===== src/rtl/steer_demux_trim.sv =====
module steer_demux_trim #(
  parameter int NUM_CARDS = 4,
  parameter int WORD_W = 24,
  parameter int VAL_W = 16,
  parameter int CORR_W = 16,
  parameter int CNT_W = 8,
  parameter logic [NUM_CARDS*CNT_W-1:0] CHIP_COUNTS = {8'd3, 8'd1, 8'd4, 8'd2}
) (
  input  logic                        clk,
  input  logic                        rst,
  input  logic [WORD_W-1:0]           in_word,
  input  logic                        in_valid,
  input  logic [NUM_CARDS*CORR_W-1:0] temp_corr,
  output logic [NUM_CARDS*WORD_W-1:0] out_word,
  output logic [NUM_CARDS-1:0]        out_valid
);
  localparam int CARD_IW = (NUM_CARDS > 1) ? $clog2(NUM_CARDS) : 1;
  localparam int SUM_W = ((VAL_W > CORR_W) ? VAL_W : CORR_W) + 2;
  localparam logic signed [SUM_W-1:0] MAX_S = SUM_W'({VAL_W{1'b1}});

  logic [CARD_IW-1:0] card_q;
  logic [CNT_W-1:0] slot_q;
  logic [WORD_W-1:0] out_arr [NUM_CARDS];

  logic [CNT_W-1:0] cur_chips;
  logic signed [CORR_W-1:0] cur_corr;
  logic signed [SUM_W-1:0] val_ext, corr_ext, sum;
  logic [VAL_W-1:0] trimmed;
  logic last_slot, last_card;
  logic [WORD_W-1:0] fixed_word;

  assign cur_chips = CHIP_COUNTS[int'(card_q)*CNT_W +: CNT_W];
  assign cur_corr  = temp_corr[int'(card_q)*CORR_W +: CORR_W];
  assign val_ext   = SUM_W'(in_word[VAL_W-1:0]);
  assign corr_ext  = SUM_W'(cur_corr);
  assign sum       = val_ext + corr_ext;
  assign trimmed   = (sum < 0) ? '0 : (sum > MAX_S) ? {VAL_W{1'b1}} : sum[VAL_W-1:0];
  assign fixed_word = {in_word[WORD_W-1:VAL_W], trimmed};
  assign last_slot = (slot_q == cur_chips - CNT_W'(1));
  assign last_card = (card_q == CARD_IW'(NUM_CARDS-1));

  always_ff @(posedge clk) begin
    if (rst) begin
      card_q <= '0;
      slot_q <= '0;
    end else if (in_valid) begin
      if (last_slot) begin
        slot_q <= '0;
        card_q <= last_card ? '0 : card_q + CARD_IW'(1);
      end else begin
        slot_q <= slot_q + CNT_W'(1);
      end
    end
  end

  always_ff @(posedge clk) begin
    for (int c = 0; c < NUM_CARDS; c++) begin
      if (rst) out_valid[c] <= 1'b0;
      else out_valid[c] <= in_valid && (int'(card_q) == c);
      if (in_valid && (int'(card_q) == c)) out_arr[c] <= fixed_word;
    end
  end

  for (genvar g = 0; g < NUM_CARDS; g++) begin : g_out
    assign out_word[g*WORD_W +: WORD_W] = out_arr[g];
  end

  a_r5_onehot: assert property (@(posedge clk) disable iff (rst)
    $onehot0(out_valid));
  a_r5_needs_input: assert property (@(posedge clk) disable iff (rst)
    !in_valid |=> (out_valid == '0));
  a_r6_wrap: assert property (@(posedge clk) disable iff (rst)
    (in_valid && last_card && last_slot) |=> (card_q == '0 && slot_q == '0));
  a_r2_header: assert property (@(posedge clk) disable iff (rst)
    in_valid |=> (out_arr[$past(card_q)][WORD_W-1:VAL_W] == $past(in_word[WORD_W-1:VAL_W])));
  a_r7_reset_clear: assert property (@(posedge clk)
    $past(rst) |-> (out_valid == '0 && card_q == '0 && slot_q == '0));
  a_r1_slot_bound: assert property (@(posedge clk) disable iff (rst)
    slot_q < cur_chips);
endmodule


===== config.mk =====
export PLATFORM = sky130hd
export DESIGN_NAME = steer_demux_trim
export DESIGN_NICKNAME = d
export VERILOG_FILES = /design/src/rtl/steer_demux_trim.sv
export SDC_FILE = /design/constraint.sdc
export NUM_CORES = 1
export LEC_CHECK = 0
export ABC_CLOCK_PERIOD_IN_PS = 4900
export BUFFER_PORTS_ARGS = -buffer_cell sky130_fd_sc_hd__buf_2
export CORE_UTILIZATION = 40
export DETAILED_ROUTE_END_ITERATION = 8
export PLACE_DENSITY = 0.7
export SYNTH_ARGS = -nofsm -noshare
export SYNTH_HDL_FRONTEND = slang
export SYNTH_SLANG_ARGS = --single-unit

===== constraint.sdc =====
create_clock -name clk -period 4.9 [get_ports clk]
set_clock_uncertainty 0.05 [all_clocks]
set_input_delay 0.735 -clock clk [delete_from_list [all_inputs] [get_ports clk]]
set_output_delay 0.735 -clock clk [all_outputs]
set_load 0.01 [all_outputs]

**After elaboration in Yosys (flattened, before gate mapping)**

Memory sizes are Yosys's and may differ from the RTL's.
Index checks and enable logic that the tools add are counted.

- Add/subtract/negate cells: 4
- Magnitude comparators: 2
- Equality and inequality tests: 5
- Shifts and indexed selects: 2
- Multiplexer cells: 21
- Reduce and logical (&&, ||, !) cells: 9

Operator list:

| kind | number |
|---|---|
| $mux 24 | 3 |
| $reduce_or 24->1 | 3 |
| $shiftx 64x7->16 | 1 |
| $mux 16 | 2 |
| $shiftx 32x6->8 const A | 1 |
| $add 17x16->18 | 1 |
| $gt 18x17->1 const B | 1 |
| $lt 18x1->1 const B | 1 |
| $mux 1 | 11 |
| $add 8x1->8 const B | 1 |
| $eq 8x8->1 | 1 |
| $mux 2 | 4 |
| $mux 8 | 1 |
| $sub 8x1->8 const B | 1 |
| $eq 2x2->1 const B | 3 |
| $logic_and 1x1->1 | 4 |
| $add 2x1->2 const B | 1 |
| $eq 2x1->1 const B | 1 |
| $logic_not 2->1 | 1 |
| $reduce_and 2->1 | 1 |

- Bits in registers: 14
- Bits in writable memories: 96
- Bits of input ports: 91
- Output and inout bits: 100
- Logic and storage cells: 47
- Memories kept: 1

Memory list:

| name | depth | bits a word | rd ports | clocked after Yosys merged registers in | write ports | RTL line | source |
|---|---|---|---|---|---|---|---|
| out_arr | 4 | 24 | 4 | 0 | 1 | 23 | `logic [WORD_W-1:0] out_arr [NUM_CARDS];` |

**Depth between registers and ports, before layout**

- Word-level depth: 8
- Gate-level depth with buffers: 13
- Mapped depth without buffers: 11

**Worst setup path before layout**

OpenSTA, ideal clock, no wires.

- Path type: register -> register
- From: reg card_q[0]
- To: mem out_arr[0][14] (data pin)
- Library setup time: 275 ps
- Arrival: 3452 ps
- Required time: 4575 ps
- Path slack: 1123 ps
- Cell stages (with the launch flop): 13
- Clock period less this slack: 3777 ps
- Cell sequence: dfxtp_1 > buf_2 > clkbuf_1 > mux4_2 > ha_1 > buf_2 > o21a_1 > nor2_1 > or3_1 > o31ai_2 > xor2_2 > buf_4 > a21oi_2

- Word-level cells in the longest chain between the ends: 8
- Elaborated cells between the ends (all ways): 19
- Classes of those cells: add/sub (1); order compare (2); eq/ne (2); shift (1); mux (9); reduce/logical (4)

Ends and longest elaborated chain:

| element | RTL line | source |
|---|---|---|
| from (decl) | 21 | `logic [CARD_IW-1:0] card_q;` |
| from (signal assigned) | 49 | `card_q <= last_card ? '0 : card_q + CARD_IW'(1);` |
| $shiftx 64x7->16 * | 33 | `assign cur_corr = temp_corr[int'(card_q)*CORR_W +: CORR_W];` |
| $add 17x16->18 * | 36 | `assign sum = val_ext + corr_ext;` |
| $gt 18x17->1 | 37 | `assign trimmed = (sum < 0) ? '0 : (sum > MAX_S) ? {VAL_W{1'b1}} : sum[VAL_W-1:0];` |
| $mux 16 | 37 |  |
| $mux 16 * | 37 |  |
| net trimmed[14] | 28 | `logic [VAL_W-1:0] trimmed;` |
| $mux 24 (no source line) (2 in series) | - |  |
| $mux 24 (no source line) * | - |  |
| to (decl) | 23 |  |

The timed path passes the listed nets; every way through them passes the cells marked *.

**Worst setup path in the final report**

- From: reg card_q[0]
- To: mem out_arr[0][2] (data pin)

Same word-level chain as after synthesis.

==> results.sh <==
export IMPL_power_total_mw=2.32
export IMPL_busiest_layer="met2"
export IMPL_fp_dieW_um=114
export IMPL_period_share_pct=84.2
export IMPL_yosysWarnings=0
export IMPL_finalCriticalPeriod_ns=4.13
export IMPL_rsz0062_at_grt="false"
export IMPL_powerDensity_nw_per_um2=362
export IMPL_die_area_um2=12900
export IMPL_worstPathCellList="buf_4 > mux4_2 > ha_1 > a21oi_1 > o21ai_0 > nor3_2 > o31ai_4 > xnor2_2 > a21oi_1"
export IMPL_cp_num_buf_inv=1
export IMPL_cp_start_kind="register"
export IMPL_post_cts_buffers=0
export IMPL_clockBufferDepth=2
export IMPL_area_growth_pct=28.7
export IMPL_numCtsBuffers=9
export IMPL_drive_gt1_share_pct=46.7
export IMPL_use_met2_pct=28.0
export IMPL_antenna_found_initial=0
export IMPL_post_route_util_pct=53.1
export IMPL_rows=40
export IMPL_netlist_cell_type_count=50
export IMPL_regToRegSetupSlack_ns=0.77
export IMPL_htreeDepth=3
export IMPL_setup_tns_ns=0
export IMPL_r2r_end="out_arr[0][2]$_DFFE_PP_"
export IMPL_worstPathMaxFanout=17
export IMPL_met3_usage_pct=3.08
export IMPL_cts_tree="done"
export IMPL_reg2reg_from="card_q[0]$_SDFFE_PP0P_"
export IMPL_holdBufCountCts=0
export IMPL_crit_family="compound AO/OA/AOI/OAI gates"
export IMPL_synth_seq_cells=110
export IMPL_hpwl_mm=8.18
export IMPL_core_area_um2=12100
export IMPL_synth_cells=330
export IMPL_async_flop_share_pct=0
export IMPL_grt_pass1_vias=3274
export IMPL_synth_top_area_cell="edfxtp_1"
export IMPL_cts_root_buf="clkbuf_16"
export IMPL_clock_latency_ns=0.34
export IMPL_hold_violations=0
export IMPL_synthFlopType="edfxtp_1"
export IMPL_start_util_pct=41.3
export IMPL_gr_total_overflow=0
export IMPL_track_usage_pct=17.0
export IMPL_die_height_um=114
export IMPL_syn_num_nets=446
export IMPL_timing_hold_worst_start="slot_q[7]$_SDFFE_PP0P_"
export IMPL_seq_area_frac_synth_pct=63.5
export IMPL_firstDrtPassIters=4
export IMPL_cp_required_ns=4.86
export IMPL_use_met1_pct=21.6
export IMPL_clock_sinks=110
export IMPL_drc=0
export IMPL_path_class="reg -> reg"
export IMPL_crit_path_top_delay_cell="xnor2_2"
export IMPL_grt_max_degree=26
export IMPL_yosys_top_cells_area="edfxtp_1, mux4_2, ha_1"
export IMPL_hold_end="slot_q[7]$_SDFFE_PP0P_"
export IMPL_worst_pin_slew_ns=1.03
export IMPL_setup_viol=0
export IMPL_cts_resized=0
export IMPL_port_buffers=190
export IMPL_critPathCaptureType="register"
export IMPL_final_nets=642
export IMPL_r2r_cells=9
export IMPL_critPathArrivalTime_ns=4.09
export IMPL_grt_pass1_wl_mm=16.5
export IMPL_regArea_um2=3160
export IMPL_holdCritPathClass="reg -> reg"
export IMPL_finalMaxSlewViolations=0
export IMPL_min_path_cells=2
export IMPL_p_leak_nw=2.61
export IMPL_status="finished, final reports clean"
export IMPL_synth_top_area_share_pct=57.9
export IMPL_num_vias=3455
export IMPL_syn_area_um2=4980
export IMPL_relSlewSlack_pct=30.7
export IMPL_path_clk_slew_ns=0.07
export IMPL_multiInputGateArea_um2=1730
export IMPL_peakVddDrop_mv=0.152
export IMPL_fill_cells=1018
export IMPL_ios=191
export IMPL_cpMostUsedCell="a21oi_1"
export IMPL_place_congestion=0.826
export IMPL_drtIter0Drc=189
export IMPL_routed_wl_mm=11.0
export IMPL_wl_per_cell_um=15.7
export IMPL_avgSynthCellArea_um2=15.1
export IMPL_routed_via_density=4.94
export IMPL_ant_nets=0
export IMPL_cpPeakStageDelay_ns=0.80
export IMPL_antenna_cells=0
export IMPL_max_cap_violations=0
export IMPL_timing_fmax_mhz=242
export IMPL_synth_edff_count=96
[cells in the mapped netlist, types with 2 or more instances]
library cell / n
dfxtp_1: 14
nand2_1: 19
clkbuf_1: 6
edfxtp_1: 96
a21oi_2: 10
o21ai_0: 8
nand4_1: 4
mux4_2: 16
nor2b_1: 2
buf_2: 3
and2_1: 6
xnor2_1: 8
o21a_1: 2
nor3_1: 2
a21oi_1: 22
inv_1: 8
a2111oi_2: 2
nor2_1: 23
xor2_1: 14
mux2i_1: 3
and3_1: 4
a21o_1: 4
ha_1: 24
nand3_1: 4
[cells in the final DEF (no fill, tap or decap), types with 6 or more instances in the layout]
master / n
buf_4: 7
o21ai_0: 8
edfxtp_1: 96
buf_2: 190
inv_1: 8
clkbuf_16: 9
nor2_1: 23
xnor2_1: 8
mux4_2: 16
xor2_1: 14
ha_1: 24
dfxtp_1: 14
a21oi_2: 10
and2_1: 6
a21oi_1: 22
nand2_1: 19
[power breakdown]
part | leakage [nW] | internal (mW) | switching (mW)
combinational | 1.48 | 0.199 | 0.305
clock | 0.130 | 0.349 | 0.319
sequential | 1.00 | 1.13 | 0.0195
[registers in the layout, summed over array words and instances (netlist names)]
signal,flops
out_arr,96
slot_q,8
out_valid,4
card_q,2
[worst register-to-register path, stage by stage (launching register included)]
cell     delay (ns)
dfxtp_1        0.52
buf_4          0.35
mux4_2         0.55
ha_1           0.39
a21oi_1        0.33
o21ai_0        0.15
nor3_2         0.25
o31ai_4        0.09
xnor2_2        0.80
a21oi_1        0.31
[worst max-delay path by stage]
| stage | start | endpoint | slack (ns) | depth (start not counted) |
|---|---|---|---|---|
| floorplan | card_q[0]$_SDFFE_PP0P_ | out_arr[0][14]$_DFFE_PP_ | 1.12 | 12 |
| global placement | temp_corr[48] | out_arr[0][2]$_DFFE_PP_ | 0.74 | 12 |
| detailed placement | temp_corr[48] | out_arr[2][15]$_DFFE_PP_ | 0.65 | 12 |
| CTS | card_q[0]$_SDFFE_PP0P_ | out_arr[0][15]$_DFFE_PP_ | 0.66 | 9 |
| global route | card_q[0]$_SDFFE_PP0P_ | out_arr[0][4]$_DFFE_PP_ | 0.46 | 9 |
| finish | card_q[0]$_SDFFE_PP0P_ | out_arr[0][2]$_DFFE_PP_ | 0.77 | 9 |
[stage by stage]
stage / instance area (um2) / setup WS [ns] / hold slack [ns] / cells
final: 6410 / 0.774 / 0.491 / 699
after global routing: 6410 / 0.462 / 0.532 / 699
after CTS: 6410 / 0.664 / 0.491 / 699
after detailed placement: 6130 / 0.652 / 0.473 / 683
after global placement: 6130 / 0.738 / 0.456 / 683
after floorplan: 4980 / 1.12 / 0.430 / 330
[cell families after synthesis]
group                    Yosys count  share of synthesized area (%)
buffers and inverters             20                           1.81
multiplexers                      19                           7.84
AO/OA/AOI/OAI                     59                           8.72
adder cells (fa/ha/maj)           25                           6.43
AND/OR/NAND/NOR                   73                           7.18
XOR/XNOR                          24                           4.52
flip-flops                       110                           63.5
[routing by layer]
layer	part of all wire (%)	wire length, um
met5	0	0
met2	48	5270
met1	43	4770
met3	5.8	633
met4	2.7	295
[final cells by class]
| type | count | share of cell area, % |
|---|---|---|
| clock buffers | 10 | 3.57 |
| clock inverters | 6 | 0.722 |
| inverters | 8 | 0.468 |
| multi-input cells | 200 | 27.0 |
| flip-flops and latches | 110 | 49.3 |
| well taps | 168 | 3.28 |
| repair buffers | 197 | 15.7 |
Note: power is estimated with default switching activity, not from simulation.
